--- config.mk ---
export PLATFORM = sky130hd
export DESIGN_NAME = issue_penalty_calc
export DESIGN_NICKNAME = d
export VERILOG_FILES = /design/src/rtl/issue_penalty_calc.sv
export SDC_FILE = /design/constraint.sdc
export NUM_CORES = 1
export LEC_CHECK = 0
export BUFFER_PORTS_ARGS = -buffer_cell sky130_fd_sc_hd__buf_2
export CORE_UTILIZATION = 35
export CTS_BUF_LIST = sky130_fd_sc_hd__clkbuf_16
export DETAILED_ROUTE_END_ITERATION = 6
export GPL_TIMING_DRIVEN = 0
export PLACE_DENSITY_LB_ADDON = 0.1
export SYNTH_ARGS = -nofsm -noshare
export SYNTH_HDL_FRONTEND = slang
export SYNTH_SLANG_ARGS = --single-unit
--- constraint.sdc ---
create_clock -name clk -period 1.9 [get_ports clk]
set_input_delay 0.19 -clock clk [delete_from_list [all_inputs] [get_ports clk]]
set_output_delay 0.19 -clock clk [all_outputs]
set_load 0.02 [all_outputs]
--- src/rtl/issue_penalty_calc.sv ---
module issue_penalty_calc #(
  parameter int REG_W    = 5,
  parameter int DIV_COST = 18,
  localparam int CNT_W   = $clog2(DIV_COST + 3)
) (
  input  logic             clk,
  input  logic             rst_n,
  input  logic             issue_vld,
  input  logic [3:0]       issue_cls,
  input  logic [REG_W-1:0] src1,
  input  logic [REG_W-1:0] src2,
  input  logic [REG_W-1:0] dst,
  input  logic             br_taken,
  output logic [CNT_W-1:0] stall_cnt,
  output logic             rec_vld,
  output logic [REG_W-1:0] rec_reg
);

  localparam logic [3:0] C_ALU_RR  = 4'd0;
  localparam logic [3:0] C_MUL     = 4'd1;
  localparam logic [3:0] C_DIV     = 4'd2;
  localparam logic [3:0] C_ALU_IMM = 4'd3;
  localparam logic [3:0] C_LOAD    = 4'd4;
  localparam logic [3:0] C_STORE   = 4'd5;
  localparam logic [3:0] C_BRANCH  = 4'd6;
  localparam logic [3:0] C_JAL     = 4'd7;
  localparam logic [3:0] C_JALR    = 4'd8;
  localparam logic [3:0] C_CSR_REG = 4'd9;

  logic use1, use2;
  logic [CNT_W-1:0] fixed_cost;

  always_comb begin
    use1 = 1'b0;
    use2 = 1'b0;
    fixed_cost = '0;
    case (issue_cls)
      C_ALU_RR, C_MUL: begin use1 = 1'b1; use2 = 1'b1; end
      C_DIV:     begin use1 = 1'b1; use2 = 1'b1; fixed_cost = CNT_W'(DIV_COST); end
      C_BRANCH:  begin use1 = 1'b1; use2 = 1'b1; fixed_cost = CNT_W'(br_taken); end
      C_ALU_IMM, C_LOAD, C_STORE, C_CSR_REG: use1 = 1'b1;
      C_JALR:    begin use1 = 1'b1; fixed_cost = CNT_W'(1); end
      C_JAL:     fixed_cost = CNT_W'(1);
      default: ;
    endcase
  end

  wire hit = rec_vld && ((use1 && src1 == rec_reg) || (use2 && src2 == rec_reg));
  wire late = (issue_cls == C_LOAD || issue_cls == C_MUL) && dst != '0;

  assign stall_cnt = issue_vld ? fixed_cost + CNT_W'(hit) : '0;

  always_ff @(posedge clk or negedge rst_n) begin
    if (!rst_n) begin
      rec_vld <= 1'b0;
      rec_reg <= '0;
    end else if (issue_vld) begin
      rec_vld <= late;
      rec_reg <= late ? dst : '0;
    end
  end

  assert_x0_never_recorded_R2: assert property (@(posedge clk) disable iff (!rst_n)
    rec_vld |-> rec_reg != '0);

  assert_late_fill_R1: assert property (@(posedge clk) disable iff (!rst_n)
    (issue_vld && (issue_cls == C_LOAD || issue_cls == C_MUL) && dst != '0)
      |=> (rec_vld && rec_reg == $past(dst)));

  assert_other_clears_R1: assert property (@(posedge clk) disable iff (!rst_n)
    (issue_vld && issue_cls != C_LOAD && issue_cls != C_MUL) |=> !rec_vld);

  assert_idle_holds_R9: assert property (@(posedge clk) disable iff (!rst_n)
    !issue_vld |=> ($stable(rec_vld) && $stable(rec_reg)));

  assert_idle_zero_R9: assert property (@(posedge clk) disable iff (!rst_n)
    !issue_vld |-> stall_cnt == '0);

  assert_div_floor_R7: assert property (@(posedge clk) disable iff (!rst_n)
    (issue_vld && issue_cls == C_DIV) |-> stall_cnt >= CNT_W'(DIV_COST));

  assert_no_source_cost_R8: assert property (@(posedge clk) disable iff (!rst_n)
    (issue_vld && issue_cls >= 4'd10) |-> stall_cnt == '0);

endmodule

## Yosys cells after proc, flatten, opt, wreduce, memory -nomap -nowiden

Index checks and enable logic that the tools add are counted.

- Register bits: 6
- Latch bits: 0
- Bits in writable memories: 0
- Memory bits (read-only): 0
- Output and inout port bits: 11
- Word-level logic and storage cells: 30
- Memories: 0

- Add/sub/neg operators: 1
- Multipliers: 0
- Divide/modulo/power cells: 0
- $lt $le $gt $ge: 0
- Equal/unequal tests: 11
- Shifts and indexed selects: 0
- Multiplexer cells: 5
- Bitwise operators: 0
- Reductions and logical operators: 11

Operators with widths:

| cell | number |
|---|---|
| $eq A4 B3 Y1 const B | 4 |
| $pmux W5 S3 | 1 |
| $eq A5 B5 Y1 | 2 |
| $mux W5 | 2 |
| $reduce_or A9 Y1 | 1 |
| $eq A4 B2 Y1 const B | 2 |
| $eq A4 B4 Y1 const B | 2 |
| $add A5 B1 Y5 | 1 |
| $reduce_bool A5 Y1 | 1 |
| $eq A4 B1 Y1 const B | 1 |
| $logic_and A1 B1 Y1 | 4 |
| $logic_not A4 Y1 | 1 |
| $reduce_or A4 Y1 | 1 |
| $logic_or A1 B1 Y1 | 2 |
| $mux W1 | 2 |
| $reduce_or A2 Y1 | 1 |

## Depth between registers and ports, before layout

Gate-level depths: netlist (run 1).

- Depth after elaboration: 8
- Gate-level depth with buffers: 8
- Depth with buffers taken out: 7

## Least setup slack after synthesis (run 1)

Ideal clock, no wire load.

- Kind: reg-to-output
- Start point: register rec_reg[4]
- End point: output port stall_cnt[1]
- Data arrival time: 1.677 ns
- Data required time: 1.710 ns
- Setup slack: 0.033 ns
- Stages on the path, launching flop included: 8
- Buffers on the path: 0
- Cell sequence: dfrtp_1 > xor2_1 > nor4_1 > nand2_1 > a21oi_1 > ha_1 > ha_1 > and2_1

- Cells in the longest elaborated chain, start to end: 6
- Elaborated cells between the ends (all ways): 8
- Those cells by class: add/sub (1); eq/ne (2); mux (1); reduce/logical (4)

RTL lines:

| what | line | RTL |
|---|---|---|
| start, declared | 16 | `output logic [REG_W-1:0] rec_reg` |
| start signal, assigned | 59 | `rec_reg <= late ? dst : '0;` |
| $eq A5 B5 Y1 | 48 | `wire hit = rec_vld && ((use1 && src1 == rec_reg) \|\| (use2 && src2 == rec_reg));` |
| $logic_and A1 B1 Y1 | 48 |  |
| $logic_or A1 B1 Y1 * | 48 |  |
| $logic_and A1 B1 Y1 * | 48 |  |
| $add A5 B1 Y5 * | 51 | `assign stall_cnt = issue_vld ? fixed_cost + CNT_W'(hit) : '0;` |
| $mux W5 * | 51 |  |
| end, declared | 14 | `output logic [CNT_W-1:0] stall_cnt,` |

Every way passes the cells marked *; elsewhere a longest branch is shown, timed or not.

## Final worst setup path (run 1)

- Start point: register rec_reg[3]
- End point: output port stall_cnt[1]

Same word-level chain as after synthesis.

==> flow_metrics.tcl, run 1 <==
set metrics [dict create \
    final_antenna_net_count 0 \
    path_depth 8 \
    yosysWarnings 0 \
    ys_top_cells_by_count "7 x inv_1, 7 x xor2_1, 6 x dfrtp_1, 6 x nand2_1, 6 x o21ai_0" \
    clock-root-buffer "clkbuf_16" \
    grt_max_degree 11 \
    p_int_mw 0.461 \
    dieArea_um2 1650 \
    worst-path-buf-inv 1 \
    gp_congestion 0.780 \
    rows 13 \
    max_stage_delay_ns 0.38 \
    port_buffers 31 \
    comb_power_share 0.187 \
    failed_checks "negative setup slack" \
    yosysSeqAreaShare 0.288 \
    worst_path_dominant_cell_family "simple AND/OR/NAND/NOR gates" \
    drt-pass1-iter-count 4 \
    synth_seq_cells 6 \
    nets 125 \
    grt-ovfl-total 0 \
    power_density_nw_per_um2 700 \
    endpoint_kind "output pin" \
    ys_types 24 \
    synthCells 59 \
    post-route-period-util 1.15 \
    cts.clk_slew.worst_paths_ns 0.04 \
    core_um2 1350 \
    critPathSlowestCell "dfrtp_1" \
    yosysTopAreaCellShare 0.288 \
    via_count 518 \
    cp_common_cell "ha_4" \
    fmax_mhz 459 \
    total_leakage_power_nw 0.431 \
    clock_path_buffers 2 \
    synth-main-ff-cell "dfrtp_1" \
    path_max_fanout 2 \
    dpl.hpwl_um 919 \
    reg2reg_slack_ns 0.90 \
    finalSetupViolCount 3 \
    place_area_um2 696 \
    n_antenna_cell 0 \
    routed_wl_mm 1.35 \
    die_x_um 40.6 \
    period_minus_slack_ns 2.18 \
    grt_pass1_wl_mm 2.12 \
    vias_per_cell 4.58 \
    power_frac_seq 0.232 \
    grt_pass1_vias 480 \
    crit_end "stall_cnt[1]" \
    cp_data_required_time_ns 1.71 \
    cts_tree "done" \
    drcViolationCount 0 \
    power_switching_mw 0.143 \
    start_util 0.386 \
    swShare 0.237 \
    cap_viol_max_count 0 \
    holdWs_ns 0.185 \
    worstReg2RegStart "rec_reg[3]$_DFFE_PN0P_" \
    rsz0062_at_grt "yes" \
    ctsHtreeMaxLevel 1 \
    maxSlewHeadroom 0.578 \
    syn2layout_area_growth_pct 65.5 \
    antenna_found_initial 0 \
    fp.dieH_um 40.6 \
    synth_area_leaders "dfrtp_1 29%, xor2_1 12%, xnor2_1 6.7%, o21ai_0 5.8%, inv_1 5.0%" \
    crit_start "rec_reg[3]$_DFFE_PN0P_" \
    synth_area_um2 522 \
    synth-async-reset-ratio 1.00 \
    ios 34 \
    wl_per_cell_um 11.9 \
    total_power_mw 0.604 \
    critPathLaunchType "flop" \
    clkPwrFrac 0.580 \
    largest_register_ffs 5 \
    hold_path.class "input port to flop" \
    insertion_delay_ns 0.23 \
    crit_chain "xor2_1, nor4_2, nand4_1, a21oi_2, ha_4, ha_4, and2_4, buf_6" \
    dp_slack_ns -0.210 \
    numCtsBuffers 3 \
    rr_endpoint "rec_reg[3]$_DFFE_PN0P_" \
    crit_type "flop to output pin" \
    outcome "finished, violations left" \
    arrival_ns 1.99 \
    ir_worst_vdd_v 0.000725 \
    worst_slew_pin_slew_ns 0.625 \
    stdcell_area_um2 863 \
    syn_area_per_cell_um2 8.84 \
    track_usage 0.200 \
    synth_edf_count 0 \
    drtIter0Drc 7 \
    clock-skew-final_ns 0 \
    hold_viol_final 0 \
    r2r_cells 5 \
    drv_slew 0 \
    drive_gt1_frac 0.490 \
    cts.sinks 6 \
    worst_slack_ns -0.277 \
    syn_nets 84 \
    yosysTopAreaCell "dfrtp_1" \
]
[layer usage]
| metal | part of all wire | vias to the layer above | global-route usage |
|---|---|---|---|
| met2 | 0.44 | 18 | 0.294 |
| met3 | 0.038 | 3 | 0.0163 |
| met4 | 0.023 | 0 | 0.125 |
| li1 | - | 277 | - |
| met5 | 0 | - | 0 |
| met1 | 0.50 | 220 | 0.282 |
[per-stage QoR]
| stage | std cells | TNS (ns) | util |
|---|---|---|---|
| floorplan | 59 | 0 | - |
| CTS | 113 | -0.677 | 0.637 |
| detailed placement | 105 | -0.384 | 0.515 |
| global placement | 105 | -0.423 | 0.515 |
| finish | 113 | -0.671 | 0.639 |
| global route | 113 | -1.01 | 0.639 |
[final cells by class]
class | instances | area (µm²)
clock buffer | 3 | 75.1
timing repair buffer | 36 | 214
sequential | 6 | 150
fill | 121 | 487
inverter | 7 | 26.3
buffer | 3 | 18.8
multi-input combinational | 43 | 360
tap | 15 | 18.8
[kinds of logic (layout without fill, tap and decap cells)]
family          count (synthesis)  after routing  share of synthesized area
simple gates                   16             16                      0.216
mux                             1              1                     0.0288
compound gates                 12             12                      0.141
xor+xnor                       11             11                      0.185
other cells                     1              1                    0.00719
flops                           6              6                      0.288
buf+inv                        10             49                     0.0863
fa+ha+maj                       2              2                     0.0480
[worst min path at each step]
stage | slack [ns] | endpoint | depth (start not counted) | startpoint
after floorplan | -0.11 | rec_reg[0]$_DFFE_PN0P_ | 0 | rst_n
after global placement | 0.02 | rec_reg[0]$_DFFE_PN0P_ | 1 | rst_n
after detailed placement | 0.02 | rec_reg[0]$_DFFE_PN0P_ | 1 | rst_n
after CTS | 0.18 | rec_reg[3]$_DFFE_PN0P_ | 3 | dst[3]
after global routing | 0.20 | rec_reg[3]$_DFFE_PN0P_ | 3 | dst[3]
final | 0.18 | rec_reg[3]$_DFFE_PN0P_ | 3 | dst[3]
[power by group through the flow]
stage	clock network (mW)	logic (mW)	registers (mW)
floorplan	0	0.0470	0.150
global placement	0	0.0996	0.143
detailed placement	0	0.100	0.143
CTS	0.351	0.114	0.140
global route	0.359	0.125	0.141
finish	0.351	0.113	0.140
[placed cells by master (no fill, tap or decap), drive strengths merged]
| cell | instances |
|---|---|
| a21o | 1 |
| and2 | 4 |
| nand4 | 1 |
| dfrtp | 6 |
| inv | 7 |
| xnor2 | 4 |
| xor2 | 7 |
| o2111ai | 1 |
| or4 | 1 |
| o21ai | 7 |
| nor4 | 2 |
| conb | 1 |
| ha | 2 |
| nor4b | 2 |
| o41ai | 1 |
| buf | 37 |
| a221oi | 1 |
| a21oi | 1 |
| clkbuf | 4 |
| dlygate4sd3 | 1 |
| mux2 | 1 |
| nand2 | 6 |
[tightest hold or removal path: stages]
cell     delay, ns
buf_2         0.09
nand2_1       0.04
o21ai_0       0.05
[repair_timing]
item,4_1_cts,5_1_grt
hold endpoints to repair,6,0
setup endpoints to repair,3,3
hold buffers,1,0
setup buffers,4,0
pin swaps,7,0
resized for setup,11,1
Power figures use the tool's default switching activity.
==> run 2: changes to the inputs <==
- CORE_UTILIZATION: 35 -> 40
- REMOVE_ABC_BUFFERS: default -> 1
==> flow_metrics.tcl, run 2 (same netlist as run 1, synthesis figures left out) <==
set metrics [dict create \
    largest_register_ffs 5 \
    grt-ovfl-total 0 \
    fmax_mhz 451 \
    dieArea_um2 1450 \
    cts.clk_slew.worst_paths_ns 0.03 \
    hold_viol_final 0 \
    die_x_um 38.1 \
    period_minus_slack_ns 2.22 \
    fin_tns_setup_ns -0.696 \
    dpl.hpwl_um 850 \
    drt-pass1-iter-count 4 \
    port_buffers 32 \
    rsz0062_at_grt "yes" \
    total_leakage_power_nw 0.413 \
    insertion_delay_ns 0.22 \
    utilization 0.721 \
    numCtsBuffers 3 \
    cp_common_cell "ha_4" \
    fp.dieH_um 38.1 \
    rows 12 \
    critPathLaunchType "flop" \
    drcViolationCount 0 \
    worst_path_dominant_cell_family "simple AND/OR/NAND/NOR gates" \
    worst_slew_pin_slew_ns 0.635 \
    place_area_um2 681 \
    failed_checks "negative setup slack" \
    critPathSlowestCell "dfrtp_1" \
    wl_per_cell_um 11.3 \
    nets 121 \
    crit_type "flop to output pin" \
    max_stage_delay_ns 0.41 \
    ios 34 \
    power_density_nw_per_um2 706 \
    rr_endpoint "rec_reg[3]$_DFFE_PN0P_" \
    finalSetupViolCount 3 \
    layout.cells.most_common_list "30 x buf_2, 7 x inv_1, 7 x xor2_1" \
    gp_congestion 0.709 \
    antenna_found_initial 0 \
    cap_viol_max_count 0 \
    cp_data_required_time_ns 1.71 \
    hp-start "dst[4]" \
    drtIter0Drc 11 \
    syn2layout_area_growth_pct 59.7 \
    path_max_fanout 4 \
    holdWs_ns 0.185 \
    via_count 523 \
    grt_pass1_vias 426 \
    drive_gt1_frac 0.489 \
    worst-path-buf-inv 1 \
    outcome "finished, violations left" \
    grt_max_degree 12 \
    track_usage 0.182 \
    post-route-period-util 1.17 \
    min_to "rec_reg[4]$_DFFE_PN0P_" \
    ctsHtreeMaxLevel 1 \
    total_power_mw 0.588 \
    cts.sinks 6 \
    crit_chain "xor2_1, nor4_2, nand4_1, a21oi_2, ha_4, ha_4, and2_1, buf_2" \
    vias_per_cell 4.84 \
    maxSlewHeadroom 0.571 \
    final_antenna_net_count 0 \
    grt_pass1_wl_mm 1.86 \
    worst_slack_ns -0.317 \
    endpoint_kind "output pin" \
    drv_slew 0 \
    routed_wl_mm 1.22 \
    hold_path.class "input port to flop" \
    worstReg2RegStart "rec_reg[3]$_DFFE_PN0P_" \
    cts_tree "done" \
    reg2reg_slack_ns 1.10 \
    r2r_cells 3 \
    final_common_cell "buf_2" \
    ir_worst_vdd_v 0.000636 \
    core_um2 1160 \
    hold_depth 3 \
    arrival_ns 2.03 \
    stdcell_area_um2 833 \
    n_antenna_cell 0 \
    clock-root-buffer "clkbuf_16" \
    clock_path_buffers 2 \
    start_util 0.451 \
    clock-skew-final_ns 0 \
]
run 2: worst register-to-register path, stage by stage (launching register included):
cell	delay (ns)
dfrtp_1	0.41
buf_4	0.15
inv_1	0.04
o21ai_0	0.08
run 2: layer usage:
metal | track usage | part of all wire
met1 | 0.277 | 0.49
met2 | 0.267 | 0.45
met3 | 0.0174 | 0.061
met4 | 0.0536 | 0
met5 | 0 | 0
run 2: worst max path at each step:
| stage | from | endpoint | depth (start not counted) |
|---|---|---|---|
| global route | rec_reg[3]$_DFFE_PN0P_ | stall_cnt[1] | 8 |
| CTS | rec_reg[3]$_DFFE_PN0P_ | stall_cnt[1] | 8 |
| detailed placement | issue_cls[1] | stall_cnt[1] | 9 |
| floorplan | rec_reg[4]$_DFFE_PN0P_ | stall_cnt[1] | 7 |
| finish | rec_reg[3]$_DFFE_PN0P_ | stall_cnt[1] | 8 |
| global placement | issue_cls[1] | stall_cnt[1] | 9 |
run 2: power breakdown:
part	leakage, nW	switching [mW]	total, mW	internal (mW)
clock	0.0370	0.0692	0.339	0.270
sequential	0.0821	0.00641	0.141	0.135
combinational	0.294	0.0570	0.108	0.0509
total	0.413	0.133	0.588	0.456
run 2: layout make-up:
type                    instances  area [µm²]
clock buffers                   3        75.1
inverters                       7        26.3
fillers                        91         323
flip-flops and latches          6         150
well taps                      14        17.5
multi-input cells              43         367
repair buffers                 35         198
run 2: what timing repair did:
item / CTS / global route
resized for setup: 5 / 7
endpoints found under the hold margin: 6 / 0
hold buffers: 1 / 0
setup buffers: 2 / 0
endpoints found under the setup margin: 3 / 3
pin swaps: 3 / 0
run 2: through the flow:
stage	setup WS, ns	cells
2_1_floorplan	0.0332	56
3_3_place_gp	-0.207	102
3_5_place_dp	-0.225	102
4_1_cts	-0.346	108
5_1_grt	-0.394	108
6_report	-0.317	108
==> run 3: changes to the inputs <==
- GPL_TIMING_DRIVEN: 0 -> default
==> flow_metrics.tcl, run 3 (same netlist as run 1, synthesis figures left out) <==
set metrics [dict create \
    dieArea_um2 1450 \
    grt_pass1_vias 484 \
    die_x_um 38.1 \
    grt_pass1_wl_mm 2.10 \
    n_antenna_cell 0 \
    dp_slack_ns -0.121 \
    insertion_delay_ns 0.23 \
    post-route-period-util 1.15 \
    grt-ovfl-total 0 \
    maxSlewHeadroom 0.534 \
    track_usage 0.210 \
    finalSetupViolCount 3 \
    routed_wl_mm 1.39 \
    dpl.hpwl_mm 1.03 \
    drt-pass1-iter-count 5 \
    layout.cells.most_common_list "30 x buf_2, 9 x buf_4, 7 x inv_1, 7 x xor2_1" \
    ir_worst_vdd_v 0.000702 \
    cp_data_required_time_ns 1.71 \
    utilization 0.761 \
    antenna_found_initial 0 \
    cts.sinks 6 \
    arrival_ns 2.00 \
    fin_tns_setup_ns -0.591 \
    clock-skew-final_ns 0 \
    period_minus_slack_ns 2.19 \
    syn2layout_area_growth_pct 68.6 \
    worst_slew_pin_slew_ns 0.689 \
    worst_path_dominant_cell_family "simple AND/OR/NAND/NOR gates" \
    drcViolationCount 0 \
    cp_common_cell "ha_4" \
    hold_viol_final 0 \
    drv_slew 0 \
    critPathLaunchType "flop" \
    stdcell_count 115 \
    final_common_cell "buf_2" \
    start_util 0.451 \
    place_area_um2 741 \
    max_stage_delay_ns 0.40 \
    drive_gt1_frac 0.515 \
    ios 34 \
    worst-path-buf-inv 1 \
    stdcell_area_um2 880 \
    fp.dieH_um 38.1 \
    via_count 563 \
    crit_type "flop to output pin" \
    port_buffers 32 \
    cts.clk_slew.worst_paths_ns 0.04 \
    rsz0062_at_grt "yes" \
    hold_path.class "input port to flop" \
    nets 128 \
    crit_chain "xor2_1, nor4_2, nand4_1, a21oi_2, ha_4, ha_4, and2_1, buf_2" \
    largest_register_ffs 5 \
    rows 12 \
    drtIter0Drc 17 \
    gp_congestion 0.717 \
    failed_checks "negative setup slack" \
    total_power_mw 0.604 \
    power_density_nw_per_um2 687 \
    holdWs_ns 0.177 \
    cap_viol_max_count 0 \
    final_antenna_net_count 0 \
    outcome "finished, violations left" \
    critPathSlowestCell "dfrtp_1" \
    total_leakage_power_nw 0.448 \
    endpoint_kind "output pin" \
    numCtsBuffers 3 \
    path_max_fanout 3 \
    worst_slack_ns -0.285 \
    clock-root-buffer "clkbuf_16" \
    vias_per_cell 4.90 \
    ctsHtreeMaxLevel 1 \
    cts_tree "done" \
    grt_max_degree 12 \
    fmax_mhz 458 \
    dp.cells 110 \
    wl_per_cell_um 12.1 \
    clock_path_buffers 2 \
    core_um2 1160 \
]
run 3: final cells by class:
cell class / count / area (µm²)
timing repair buffer: 42 / 250
inverter: 7 / 26.3
clock buffer: 3 / 75.1
sequential: 6 / 150
fill: 93 / 277
tap: 14 / 17.5
multi-input combinational: 43 / 360
run 3: power breakdown:
group | internal, mW | switching [mW]
clock | 0.270 | 0.0745
sequential | 0.135 | 0.00438
combinational | 0.0592 | 0.0611
run 3: final timing paths:
check / depth (start not counted) / startpoint / end / slack (ns)
hold reg to reg: 2 / rec_vld$_DFFE_PN0P_ / rec_vld$_DFFE_PN0P_ / 0.60
hold / removal: 3 / dst[4] / rec_reg[4]$_DFFE_PN0P_ / 0.18
max in group asynchronous: 2 / rst_n / rec_reg[0]$_DFFE_PN0P_ / 1.43
min in group asynchronous: 2 / rst_n / rec_reg[3]$_DFFE_PN0P_ / 0.32
setup reg to reg: 3 / rec_reg[1]$_DFFE_PN0P_ / rec_reg[1]$_DFFE_PN0P_ / 1.09
setup / recovery: 8 / rec_reg[3]$_DFFE_PN0P_ / stall_cnt[1] / -0.29
run 3: worst reg2reg max path, delay by kind of cell (launching register included):
family | cells | cell delay [ns]
DFF | 1 | 0.38
buffers and inverters | 2 | 0.16
AOI/OAI and AO/OA | 1 | 0.17
run 3: repair_timing:
item                                    in CTS  in global routing
pin swaps                                    2                  0
buffers inserted                             1                  0
endpoints found under the setup margin       3                  3
endpoints found under the hold margin        6                  0
gates resized for setup                      5                  6
hold buffers                                 1                  0
run 3: layer usage:
metal	routed length [µm]	GRT usage
met1	664	0.289
met2	629	0.326
met3	84	0.0174
met4	14	0.107
met5	0	0
